`src/rtl/cfg_xlate_bridge.sv`:
```
module cfg_xlate_bridge #(
  parameter logic [31:0] IDX_BASE = 32'hF280_0000,
  parameter logic [31:0] DAT_BASE = 32'hF2C0_0000,
  parameter int unsigned WIN_BITS = 12
) (
  input  logic        clk,
  input  logic        rst_n,
  input  logic        s_valid,
  input  logic        s_write,
  input  logic [31:0] s_addr,
  input  logic [1:0]  s_size,
  input  logic [31:0] s_wdata,
  output logic        s_ready,
  output logic [31:0] s_rdata,
  output logic        s_err,
  output logic        m_valid,
  output logic        m_write,
  output logic [31:0] m_addr,
  output logic [3:0]  m_be,
  output logic [31:0] m_wdata,
  input  logic        m_ready,
  input  logic        m_rvalid,
  input  logic [31:0] m_rdata
);

  typedef enum logic [1:0] {ST_IDLE, ST_REQ, ST_WAIT, ST_DONE} st_t;

  st_t         st_q;
  logic [31:0] idx_q, rdata_q, mask_q;
  logic        err_q;
  logic [1:0]  sh_q;

  logic        hit_idx, hit_dat, size_ok, dead;
  logic [2:0]  off;
  logic [4:0]  slot;
  logic [3:0]  be_c;
  logic [31:0] mask_c, xlat;
  logic        unused_ok;

  assign off       = s_addr[2:0];
  assign hit_idx   = s_addr[31:WIN_BITS] == IDX_BASE[31:WIN_BITS];
  assign hit_dat   = s_addr[31:WIN_BITS] == DAT_BASE[31:WIN_BITS];
  assign unused_ok = ^s_addr[WIN_BITS-1:3];

  always_comb begin
    case (s_size)
      2'd0: begin size_ok = 1'b1;            be_c = 4'b0001 << off[1:0]; mask_c = 32'h0000_00FF; end
      2'd1: begin size_ok = !off[0];         be_c = 4'b0011 << off[1:0]; mask_c = 32'h0000_FFFF; end
      2'd2: begin size_ok = off[1:0] == 2'b00; be_c = 4'b1111;           mask_c = 32'hFFFF_FFFF; end
      default: begin size_ok = 1'b0;         be_c = 4'b0000;             mask_c = 32'h0000_0000; end
    endcase
  end

  always_comb begin
    slot = 5'd0;
    for (int b = 30; b >= 11; b--)
      if (idx_q[b]) slot = 5'(b);
  end

  assign dead = !idx_q[31] && !idx_q[0] && (idx_q[31:11] == 21'd0);

  always_comb begin
    if (idx_q[31])     xlat = {idx_q[31:2], off[1:0]};
    else if (idx_q[0]) xlat = {idx_q[31:3], off};
    else if (dead)     xlat = {21'h1F_FFFF, idx_q[10:3], off};
    else               xlat = {16'h0000, slot, idx_q[10:3], off};
  end

  always_ff @(posedge clk) begin
    if (!rst_n) begin
      st_q    <= ST_IDLE;
      idx_q   <= '0;
      rdata_q <= '0;
      err_q   <= 1'b0;
      sh_q    <= '0;
      mask_q  <= '0;
      m_addr  <= '0;
      m_be    <= '0;
      m_write <= 1'b0;
      m_wdata <= '0;
    end else begin
      case (st_q)
        ST_IDLE: if (s_valid) begin
          st_q    <= ST_DONE;
          err_q   <= 1'b0;
          rdata_q <= '0;
          if (hit_idx) begin
            if (s_size == 2'd2 && off[1:0] == 2'b00) begin
              if (s_write) idx_q <= s_wdata;
              else         rdata_q <= idx_q;
            end else begin
              err_q <= 1'b1;
            end
          end else if (hit_dat) begin
            if (!size_ok) begin
              err_q <= 1'b1;
            end else if (dead) begin
              if (!s_write) rdata_q <= mask_c;
            end else begin
              st_q    <= ST_REQ;
              m_addr  <= xlat;
              m_be    <= be_c;
              m_write <= s_write;
              m_wdata <= s_wdata << {off[1:0], 3'b000};
              sh_q    <= off[1:0];
              mask_q  <= mask_c;
            end
          end else begin
            err_q <= 1'b1;
          end
        end
        ST_REQ:  if (m_ready) st_q <= ST_WAIT;
        ST_WAIT: if (m_rvalid) begin
          st_q <= ST_DONE;
          if (!m_write) rdata_q <= (m_rdata >> {sh_q, 3'b000}) & mask_q;
        end
        ST_DONE: st_q <= ST_IDLE;
        default: st_q <= ST_IDLE;
      endcase
    end
  end

  assign m_valid = st_q == ST_REQ;
  assign s_ready = st_q == ST_DONE;
  assign s_rdata = rdata_q;
  assign s_err   = err_q;

endmodule

```
`config.mk`:
```
export PLATFORM = sky130hd
export DESIGN_NAME = cfg_xlate_bridge
export DESIGN_NICKNAME = d
export VERILOG_FILES = /design/src/rtl/cfg_xlate_bridge.sv
export SDC_FILE = /design/constraint.sdc
export NUM_CORES = 1
export LEC_CHECK = 0
export ABC_AREA = 1
export BUFFER_PORTS_ARGS = -buffer_cell sky130_fd_sc_hd__buf_2
export CORE_MARGIN = 2
export CORE_UTILIZATION = 35
export CTS_BUF_LIST = sky130_fd_sc_hd__clkbuf_2
export DETAILED_ROUTE_END_ITERATION = 7
export PLACE_DENSITY = 0.58
export SLEW_MARGIN = 10
export SYNTH_ARGS = -nofsm -noshare
export SYNTH_HDL_FRONTEND = slang
export SYNTH_SLANG_ARGS = --single-unit
```
`constraint.sdc`:
```
create_clock -name clk -period 2.08 [get_ports clk]
set_input_delay 0 -clock clk [delete_from_list [all_inputs] [get_ports clk]]
set_output_delay 0 -clock clk [all_outputs]
set_load 0.01 [all_outputs]
```
# Word-level counts from Yosys, hierarchy flattened

Index checks and enable logic that the tools add are counted.

Equality and inequality tests: 11
Shift-type cells: 4
Muxes and demuxes: 48
Bitwise logic cells: 3
Reduce and logical (&&, ||, !) cells: 16

Operators by type and width:

| cell                                                | number |
|---|---|
| 2-to-1 mux 32 bit                                   | 11 |
| 2-to-1 mux 5 bit                                    | 20 |
| one-hot mux 32 bit (3 select lines)                 | 1 |
| one-hot mux 32 bit (2 select lines)                 | 1 |
| equality test 20 bit, second input constant         | 2 |
| AND 32 bit                                          | 1 |
| << shifter 32 x 5 -> 32 bit                         | 1 |
| >> shifter 32 x 5 -> 32 bit                         | 1 |
| 2-to-1 mux 31 bit                                   | 1 |
| logical NOT 21 bit                                  | 1 |
| 2-to-1 mux 2 bit                                    | 7 |
| one-hot mux 4 bit (3 select lines)                  | 1 |
| one-hot mux 2 bit (4 select lines)                  | 1 |
| equality test 2 bit, second input constant          | 3 |
| logical NOT 2 bit                                   | 3 |
| inequality test 2 bit, second input constant        | 3 |
| AND reduction 6 bit                                 | 1 |
| AND reduction 5 bit                                 | 1 |
| equality test 2 x 1 -> 1 bit, second input constant | 2 |
| 2-to-1 mux 1 bit                                    | 4 |
| AND reduction 4 bit                                 | 1 |
| << shifter 1 x 2 -> 4 bit, first input constant     | 1 |
| << shifter 2 x 2 -> 4 bit, first input constant     | 1 |
| logical AND 1 bit                                   | 3 |
| 7 further kinds                                     | 10 |

Register bits: 170
Bits of input ports: 104
Output and inout bits: 104
Logic and storage cells: 92

# Logic depth before layout (Yosys ltp)

Gate-level depths: netlist of run 1.

Depth after elaboration: 22
Gate-level depth with buffers: 19
Mapped depth without buffers: 19

# Worst setup path after synthesis of run 1

Ideal clock, no wire load.

Path type: register to register
From: register st_q[0]
To: register rdata_q[0] (netlist: s_rdata[0])
Library setup time: 134 ps
Arrival: 1813 ps
Data required time: 1946 ps
Slack: 133 ps
Stages on the path, launching flop included: 11
Path buffers: 2
Clock period less this slack: 1947 ps
Path through: dfxtp_1 -> inv_1 -> ha_1 -> inv_1 -> o22ai_1 -> inv_1 -> nand3_1 -> inv_1 -> clkbuf_1 -> clkbuf_1 -> a31oi_1

Word-level cells in the longest chain between the ends: 3
Elaborated cells between the ends (all ways): 8
Those cells by class: 4 x eq/ne; 1 x mux; 3 x reduce/logical

Ends and longest elaborated chain:

| item                                                                                | RTL line | RTL |
|---|---|---|
| from (decl)                                                                         | 28       | `st_t st_q;` |
| from (signal assigned)                                                              | 71       | `st_q <= ST_IDLE;` |
| from (signal assigned)                                                              | 84       | `st_q <= ST_DONE;` |
| from (signal assigned)                                                              | 100      | `st_q <= ST_REQ;` |
| equality test 2 bit / logical NOT 2 bit (equally long branches)                     | 82       | `case (st_q)` |
| inequality test 2 bit (no source line) / nonzero test 2 bit (equally long branches) | n/a      |  |
| AND reduction 4 bit (no source line)                                                | n/a      |  |
| to (signal assigned)                                                                | 90       | `else rdata_q <= idx_q;` |
| to (signal assigned)                                                                | 98       | `if (!s_write) rdata_q <= mask_c;` |
| to (signal assigned)                                                                | 115      | `if (!m_write) rdata_q <= (m_rdata >> {sh_q, 3'b000}) & mask_q;` |
| to (decl)                                                                           | 29       | `logic [31:0] idx_q, rdata_q, mask_q;` |

Parallel ways exist; a longest one is shown, timed or not.
A chain may end at the register's enable or synchronous reset.

# Worst setup path after layout of run 1

From: input port s_addr[13]
To: register rdata_q[24] (netlist: s_rdata[24])

Word-level cells in the longest chain between the ends: 5
Elaborated cells between the ends (all ways): 6
Those cells by class: 2 x eq/ne; 4 x mux

Ends and longest elaborated chain:

| item                                  | RTL line | RTL |
|---|---|---|
| from (decl)                           | 10       | `input logic [31:0] s_addr,` |
| equality test 20 bit                  | 42       | `assign hit_dat = s_addr[31:WIN_BITS] == DAT_BASE[31:WIN_BITS];` |
| 2-to-1 mux 32 bit                     | 94       | `end else if (hit_dat) begin` |
| 2-to-1 mux 32 bit *                   | 87       | `if (hit_idx) begin` |
| 2-to-1 mux 32 bit *                   | 83       | `ST_IDLE: if (s_valid) begin` |
| one-hot mux 32 bit (2 select lines) * | 82       |  |

Mark *: on every way between the ends. The rest lies on a longest branch, timed or not. The select of a mux whose other input is x is not followed.

==> out/summary.txt, run 1 <==
status = completed
row count = 51
Final Cell Area = 9950 µm²
reg2reg end = st_q[1]
Distinct cells, synth = 39
First DRT Iteration DRCs = 603
Die Area = 20900 µm²
DR pass1 iterations = 7
Routed WL per cell = 16.2 µm
CTS tree = yes
FF+latch count, synth = 139
Clock Latency Late Sink = 0.75 ns
Fin. Hold Viols = 0
Pint = 5.16 mW
arrival time at the worst endpoint = 2.75 ns
Post-Layout Cell Count = 1600
height of the die = 145 µm
sequential element share of the synthesized area = 0.402
Slew headroom = 0.564
Synth area leader = dfxtp_1
Post-route DRC = 0
grt ovf = 0
Core Area = 19400 µm²
sw frac = 0.330
port bufs = 198
Total Routing Usage GR = 0.239
Initial Utilization = 0.356
Pleak = 4.50 nW
Hold Path Stages = 4
Post-Syn Area per Cell = 6.79 µm²
logic gate share of total power = 0.282
Worst Setup Path Type = in -> reg
# IOs = 208
Slowest cell on crit path = dlygate4sd3_1
largest net degree at the start of global routing = 65
RD Place Congestion = 0.813
CTS buffer count = 17
initial antenna violation count = 2
Worst-Margin Slew = 0.654 ns
htree depth = 4
Detail Placement HPWL = 17700 µm
Worst Clk Skew = 0.0387 ns
setup TNS = 0 ns
clock power share = 0.302
Startpoint Class = input port
Syn Inst Count = 1019
RSZ-0062 raised after global routing = true
min Tclk post-route = 2.06 ns
crit share post-route = 0.991
Max IR drop VDD = 0.466 mV
Antenna Nets Post-Route = 0
number of enable flip-flop cells after synthesis = 0
Max Slew Vio Count = 0
Most common cell on crit path = dlygate4sd3_1
share of cells above drive strength 1 = 0.230
vias in the first global route = 7218
Post-synth top flop = dfxtp_1
fmax = 0.485 GHz
CTS Sinks = 139
crit-path max cell delay = 0.62 ns
Clock transition at path regs = 0.21 ns
mapped cell area = 6910 µm²
Data required, critical path = 2.77 ns
Vias = 7974
Reg-to-Reg Start = st_q[0]
syn nets = 1132
depth of the most critical reg-to-reg path = 9
Post-synth ARST share = 0
synth cell count leaders = 197 x o21ai_0, 149 x nand2_1, 139 x dfxtp_1, 132 x a21oi_1, 116 x inv_1
Pwr Density = 775 nW/µm²
Final setup viols = 0
synth warn = 0
Post-DP Area = 8300 µm²
first-pass GRT wire length = 38500 µm
dpl ws = 0.00206 ns
hold_sp = s_wdata[30]
P&R area growth vs syn = 43.9%
worst reg-to-reg setup slack = 0.07 ns
Crit Path Max Fanout = 8
sequential power share = 0.416
CP endpoint kind = flip-flop
switching pwr = 2.55 mW
Max-Cap Viols = 0
Clk Tree Root Cell = clkbuf_2
count leader, synth = o21ai_0
Layout Nets = 1433
top cell type's share of synthesized area = 0.402
synth top area cells = dfxtp_1 40%, o21ai_0 14%, a21oi_1 9.6%
Final WS setup = 0.0177 ns
vias per cell = 4.98
final WL = 25900 µm
Worst Hold End = idx_q[30]
cell breakdown of the critical path = dlygate4sd3_1 > buf_2 > nor2_1 > nand2_1 > dlygate4sd3_1 > nor4_4 > nand3_2 > nand3b_4 > nor2_4 > clkbuf_16 > o21ai_0 > a31oi_1
Worst Hold Class = in -> reg
CTS max path bufs = 2
DP Cell Count = 1449
Die X = 145 µm
flip-flops by register name, indices dropped and copies added, names as in the netlist:
register,count
s_err,1
idx_q,32
m_write,1
mask_q,3
s_rdata,32
m_be,4
st_q,2
m_addr,32
m_wdata,32
kinds of logic after synthesis:
group	count (synthesis)	share of synthesized area
adders and majority gates	9	0.0163
buffers and inverters	191	0.108
DFF	139	0.402
AOI/OAI and AO/OA	391	0.296
and+or+nand+nor	289	0.177
layout make-up:
| cell class | instances | area (µm²) |
|---|---|---|
| multi-input cells | 689 | 3470 |
| repair buffers | 351 | 2520 |
| inverters | 122 | 467 |
| diodes | 2 | 5.00 |
| flip-flops and latches | 139 | 2790 |
| fillers | 1957 | 9450 |
| clock buffers | 19 | 95.1 |
| well taps | 265 | 332 |
| clock inverters | 13 | 269 |
power groups by stage:
| stage | Clock (mW) | Combinational (mW) | Sequential, mW |
|---|---|---|---|
| floorplan | 0 | 0.992 | 3.37 |
| global placement | 0 | 1.94 | 3.26 |
| detailed placement | 0 | 1.95 | 3.26 |
| CTS | 2.35 | 2.11 | 3.20 |
| global route | 2.47 | 2.44 | 3.24 |
| finish | 2.33 | 2.18 | 3.20 |
worst max-delay path: cells and delay by family:
family,cells,cell delay (ns)
compound gates,2,0.25
simple gates,6,1.01
buf+inv,4,1.48
per-stage QoR:
| stage | power [mW] | util | hold slack [ns] |
|---|---|---|---|
| 2_1_floorplan | 4.37 | - | 0.128 |
| 3_3_place_gp | 5.20 | 0.428 | 0.260 |
| 6_report | 7.71 | 0.513 | 0.0630 |
| 3_5_place_dp | 5.20 | 0.428 | 0.265 |
| 5_1_grt | 8.14 | 0.513 | -0.00763 |
| 4_1_cts | 7.66 | 0.499 | 0.00146 |
how the worst max path moves through the flow:
stage	end	startpoint	cells past startpoint	slack, ns
global route	st_q[1]	st_q[0]	9	-0.03
global placement	m_addr[20]	idx_q[24]	10	0.06
floorplan	s_rdata[0]	st_q[0]	10	0.13
detailed placement	m_addr[3]	idx_q[24]	10	0.002
CTS	st_q[1]	st_q[0]	9	0.01
finish	s_rdata[24]	s_addr[13]	12	0.02
timing repair:
item | in CTS | in global routing
hold buffers | 101 | 10
setup buffers | 0 | 8
gates resized for setup | 1 | 30
endpoints found under the setup margin | 16 | 105
cloned | 0 | 1
pin swaps | 0 | 12
endpoints found under the hold margin | 124 | 7
cells in the final DEF, fill, tap and decap left out, types with 4 or more instances in the layout:
cell type	netlist	routed
o21ai_0	197	194
buf_2	19	198
nor2_4	4	5
a31oi_1	20	20
buf_4	0	35
a22oi_1	5	5
inv_1	116	116
dfxtp_2	0	5
a21oi_1	132	131
clkinv_1	2	4
dlygate4sd3_1	0	108
bufinv_16	0	8
nand2_1	149	148
nand3_1	9	7
o211ai_1	6	6
nand4_1	9	9
clkbuf_2	1	19
o21ai_1	22	22
buf_12	0	7
a221o_1	4	4
ha_1	9	8
nor2_1	102	101
dfxtp_1	139	134
routing by layer:
layer,GRT usage,share of wire,vias to the layer above
met5,0,0,-
met4,0.0654,0.024,0
met3,0.0513,0.068,51
met2,0.384,0.45,315
met1,0.325,0.45,3611
li1,-,-,3997
Power figures use the tool's default switching activity.
==> inputs of run 2 (changes only) <==
- ABC_AREA: 1 -> unset
==> run 2 against run 1 <==
Against the previous run: worst setup slack better by 0.035 ns; final area increased by 0.74%; final cell count shrank 9.4%; hold slack worse by 0.049 ns; highest routed layer unchanged; via count decreased by 4.7%; sequential cell count unchanged; register-to-register slack about the same; largest cell class unchanged; clock skew fell by 0.0029 ns; critical path type unchanged; sequential share of layout area decreased by 0.24 points; global-route usage shrank 0.052 points; power fell by 8.3%; combinational power shrank 7%.
==> out/summary.txt, run 2 <==
fin util = 0.515
RD Place Congestion = 0.886
Distinct cells, synth = 60
Antenna Cells = 0
cell breakdown of the critical path = dlygate4sd3_1 > buf_2 > nor4_4 > buf_4 > nand4_4 > dlygate4sd3_1 > or3_1 > buf_12 > nand2_1 > a21oi_1
most frequent cells in the layout = 198 x buf_2, 166 x nand2_1, 137 x dfxtp_1, 123 x a21oi_1, 103 x dlygate4sd3_1
CTS Sinks = 139
largest net degree at the start of global routing = 106
Fillers = 1921
Detail Placement HPWL = 17600 µm
crit share post-route = 0.975
Reg-to-Reg Start = st_q[0]
multiplexer area fraction after synthesis = 0.0853
crit path buf inv count = 5
port bufs = 198
Post-Synth Simple-Gate Area = 0.213
Startpoint Class = input port
vias per cell = 5.24
Total Routing Usage GR = 0.239
setup TNS = 0 ns
final WL = 25700 µm
Clk Tree Root Cell = clkbuf_2
vias in the first global route = 6962
Final WS setup = 0.0527 ns
worst reg-to-reg setup slack = 0.07 ns
XOR/XNOR share of the synthesized area = 0
first-pass GRT wire length = 38200 µm
Syn Inst Count = 850
Core Area = 19500 µm²
sw frac = 0.328
Most common cell on crit path = dlygate4sd3_1
Pint = 4.75 mW
synth warn = 0
fmax = 0.493 GHz
sequential power share = 0.438
height of the die = 145 µm
Initial Utilization = 0.356
Power, Total = 7.07 mW
Post-Layout Cell Count = 1450
First DRT Iteration DRCs = 560
Post-Synth Adder-Cell Area = 0.0163
Worst Clk Skew = 0.0358 ns
RSZ-0062 raised after global routing = true
Fin. Hold Viols = 0
switching pwr = 2.32 mW
share of cells above drive strength 1 = 0.285
largest family of logic cells by synthesized area = compound AO/OA/AOI/OAI gates
Data required, critical path = 2.68 ns
DP Cell Count = 1301
CTS max path bufs = 2
crit path launch = s_addr[20]
number of enable flip-flop cells after synthesis = 0
min Tclk post-route = 2.03 ns
Layout Nets = 1285
Post-synth top flop = dfxtp_1
Slowest cell on crit path = dlygate4sd3_1
CP endpoint kind = flip-flop
depth of the most critical reg-to-reg path = 8
grt ovf = 0
Final setup viols = 0
synth cell count leaders = 167 x nand2_1, 139 x dfxtp_1, 125 x a21oi_1, 50 x mux2i_1, 48 x nor2_1
Clock transition at path regs = 0.19 ns
row count = 51
reg2reg end = m_wdata[10]
Worst Hold Class = in -> reg
status = completed
syn nets = 963
Pwr Density = 705 nW/µm²
P&R area growth vs syn = 44.8%
Max Slew Vio Count = 0
FF+latch count, synth = 139
synth top area cells = dfxtp_1 40%, nand2_1 9.1%, a21oi_1 9.0%
Die Area = 20900 µm²
critical path depth in cells = 10
logic gate share of total power = 0.287
Crit Path Max Fanout = 32
CP top delay family = buffers and inverters
Max IR drop VDD = 0.460 mV
arrival time at the worst endpoint = 2.63 ns
initial antenna violation count = 0
CP endpoint = idx_q[0]
DR pass1 iterations = 5
CTS tree = yes
Synth area leader = dfxtp_1
CTS buffer count = 17
Vias = 7597
Clock Latency Late Sink = 0.74 ns
Pleak = 4.13 nW
Die X = 145 µm
top cell type's share of synthesized area = 0.402
Worst Setup Path Type = in -> reg
most common cell after layout, fill and taps aside = buf_2
Post-route DRC = 0
Post-synth ARST share = 0
Antenna Nets Post-Route = 0
Routed WL per cell = 17.7 µm
clock power share = 0.275
htree depth = 4
dpl ws = 0.0197 ns
crit-path max cell delay = 0.64 ns
Compound-Gate Fraction of Synth Area = 0.224
Max-Cap Viols = 0
mapped cell area = 6920 µm²
Slew headroom = 0.623
count leader, synth = nand2_1
sequential element share of the synthesized area = 0.402
Post-Syn Area per Cell = 8.14 µm²
# IOs = 208
Worst-Margin Slew = 0.564 ns
## run 2: cell types whose count changed in the layout (fill, tap and decap cells not counted), sizes merged, moves of 9 or more
cell	before	now
nor3	4	21
nand2	150	167
o21ai	219	47
mux2i	0	50
a21o	0	9
nand3	10	27
buf	242	264
nor2	107	48
inv	121	10
a211oi	1	12
## run 2: tightest hold or removal path: stages
cell and delay [ns]:
buf_2 0.10, nor4_4 0.04, buf_4 0.13, nand4_4 0.18, nor4_4 0.09, nand2_1 0.09
a31oi_1 0.08
## run 2: power groups by stage
stage | Clock [mW] | Combinational, mW | Sequential [mW]
after global routing | 2.10 | 2.22 | 3.12
after global placement | 0 | 1.77 | 3.15
after CTS | 1.99 | 1.94 | 3.09
final | 1.94 | 2.03 | 3.10
after detailed placement | 0 | 1.78 | 3.14
after floorplan | 0 | 0.885 | 3.25
## run 2: metrics by stage
step / hold WS, ns / instance area, µm²
after floorplan: 0.136 / 6920
after global placement: 0.269 / 8430
after detailed placement: 0.273 / 8430
after CTS: 0.000716 / 9790
after global routing: -0.0217 / 10000
final: 0.0145 / 10000
## run 2: final cells by class
type	count	area, µm²	share of cell area
repair buffers	372	2720	0.272
clock buffers	20	100	0.00999
inverters	10	37.5	0.00375
clock inverters	12	196	0.0196
flip-flops and latches	139	2790	0.278
well taps	265	332	0.0331
multi-input cells	632	3850	0.384
## run 2: kinds of logic (layout without fill, tap and decap cells)
group                      count (synthesis)  after routing
muxes                                     58             58
buffers and inverters                     79            414
and+or+nand+nor                          309            309
AOI/OAI and AO/OA                        256            256
DFF                                      139            139
adders and majority gates                  9              9
## run 2: repair_timing
action,4_1_cts,5_1_grt
endpoints found under the setup margin,1,115
gates resized for setup,1,23
pin swaps,1,7
cloned,0,2
setup buffers,0,9
endpoints found under the hold margin,139,2
hold buffers,106,1
## run 2: how the worst min path moves through the flow
stage	from	end	slack, ns	cells past startpoint
final	s_addr[17]	s_rdata[3]	0.01	7
after global routing	s_addr[17]	s_rdata[0]	-0.02	7
after CTS	s_wdata[31]	idx_q[31]	0.0007	4
after detailed placement	s_wdata[27]	idx_q[27]	0.27	3
after global placement	s_wdata[26]	idx_q[26]	0.27	3
after floorplan	s_wdata[1]	idx_q[1]	0.14	2
## run 2: routing by layer
metal	up-vias	GRT usage	wire [µm]
met5	-	0	0
met4	0	0.0772	363
met3	31	0.0517	2060
met2	335	0.364	11400
met1	3562	0.335	11900
li1	3669	-	-
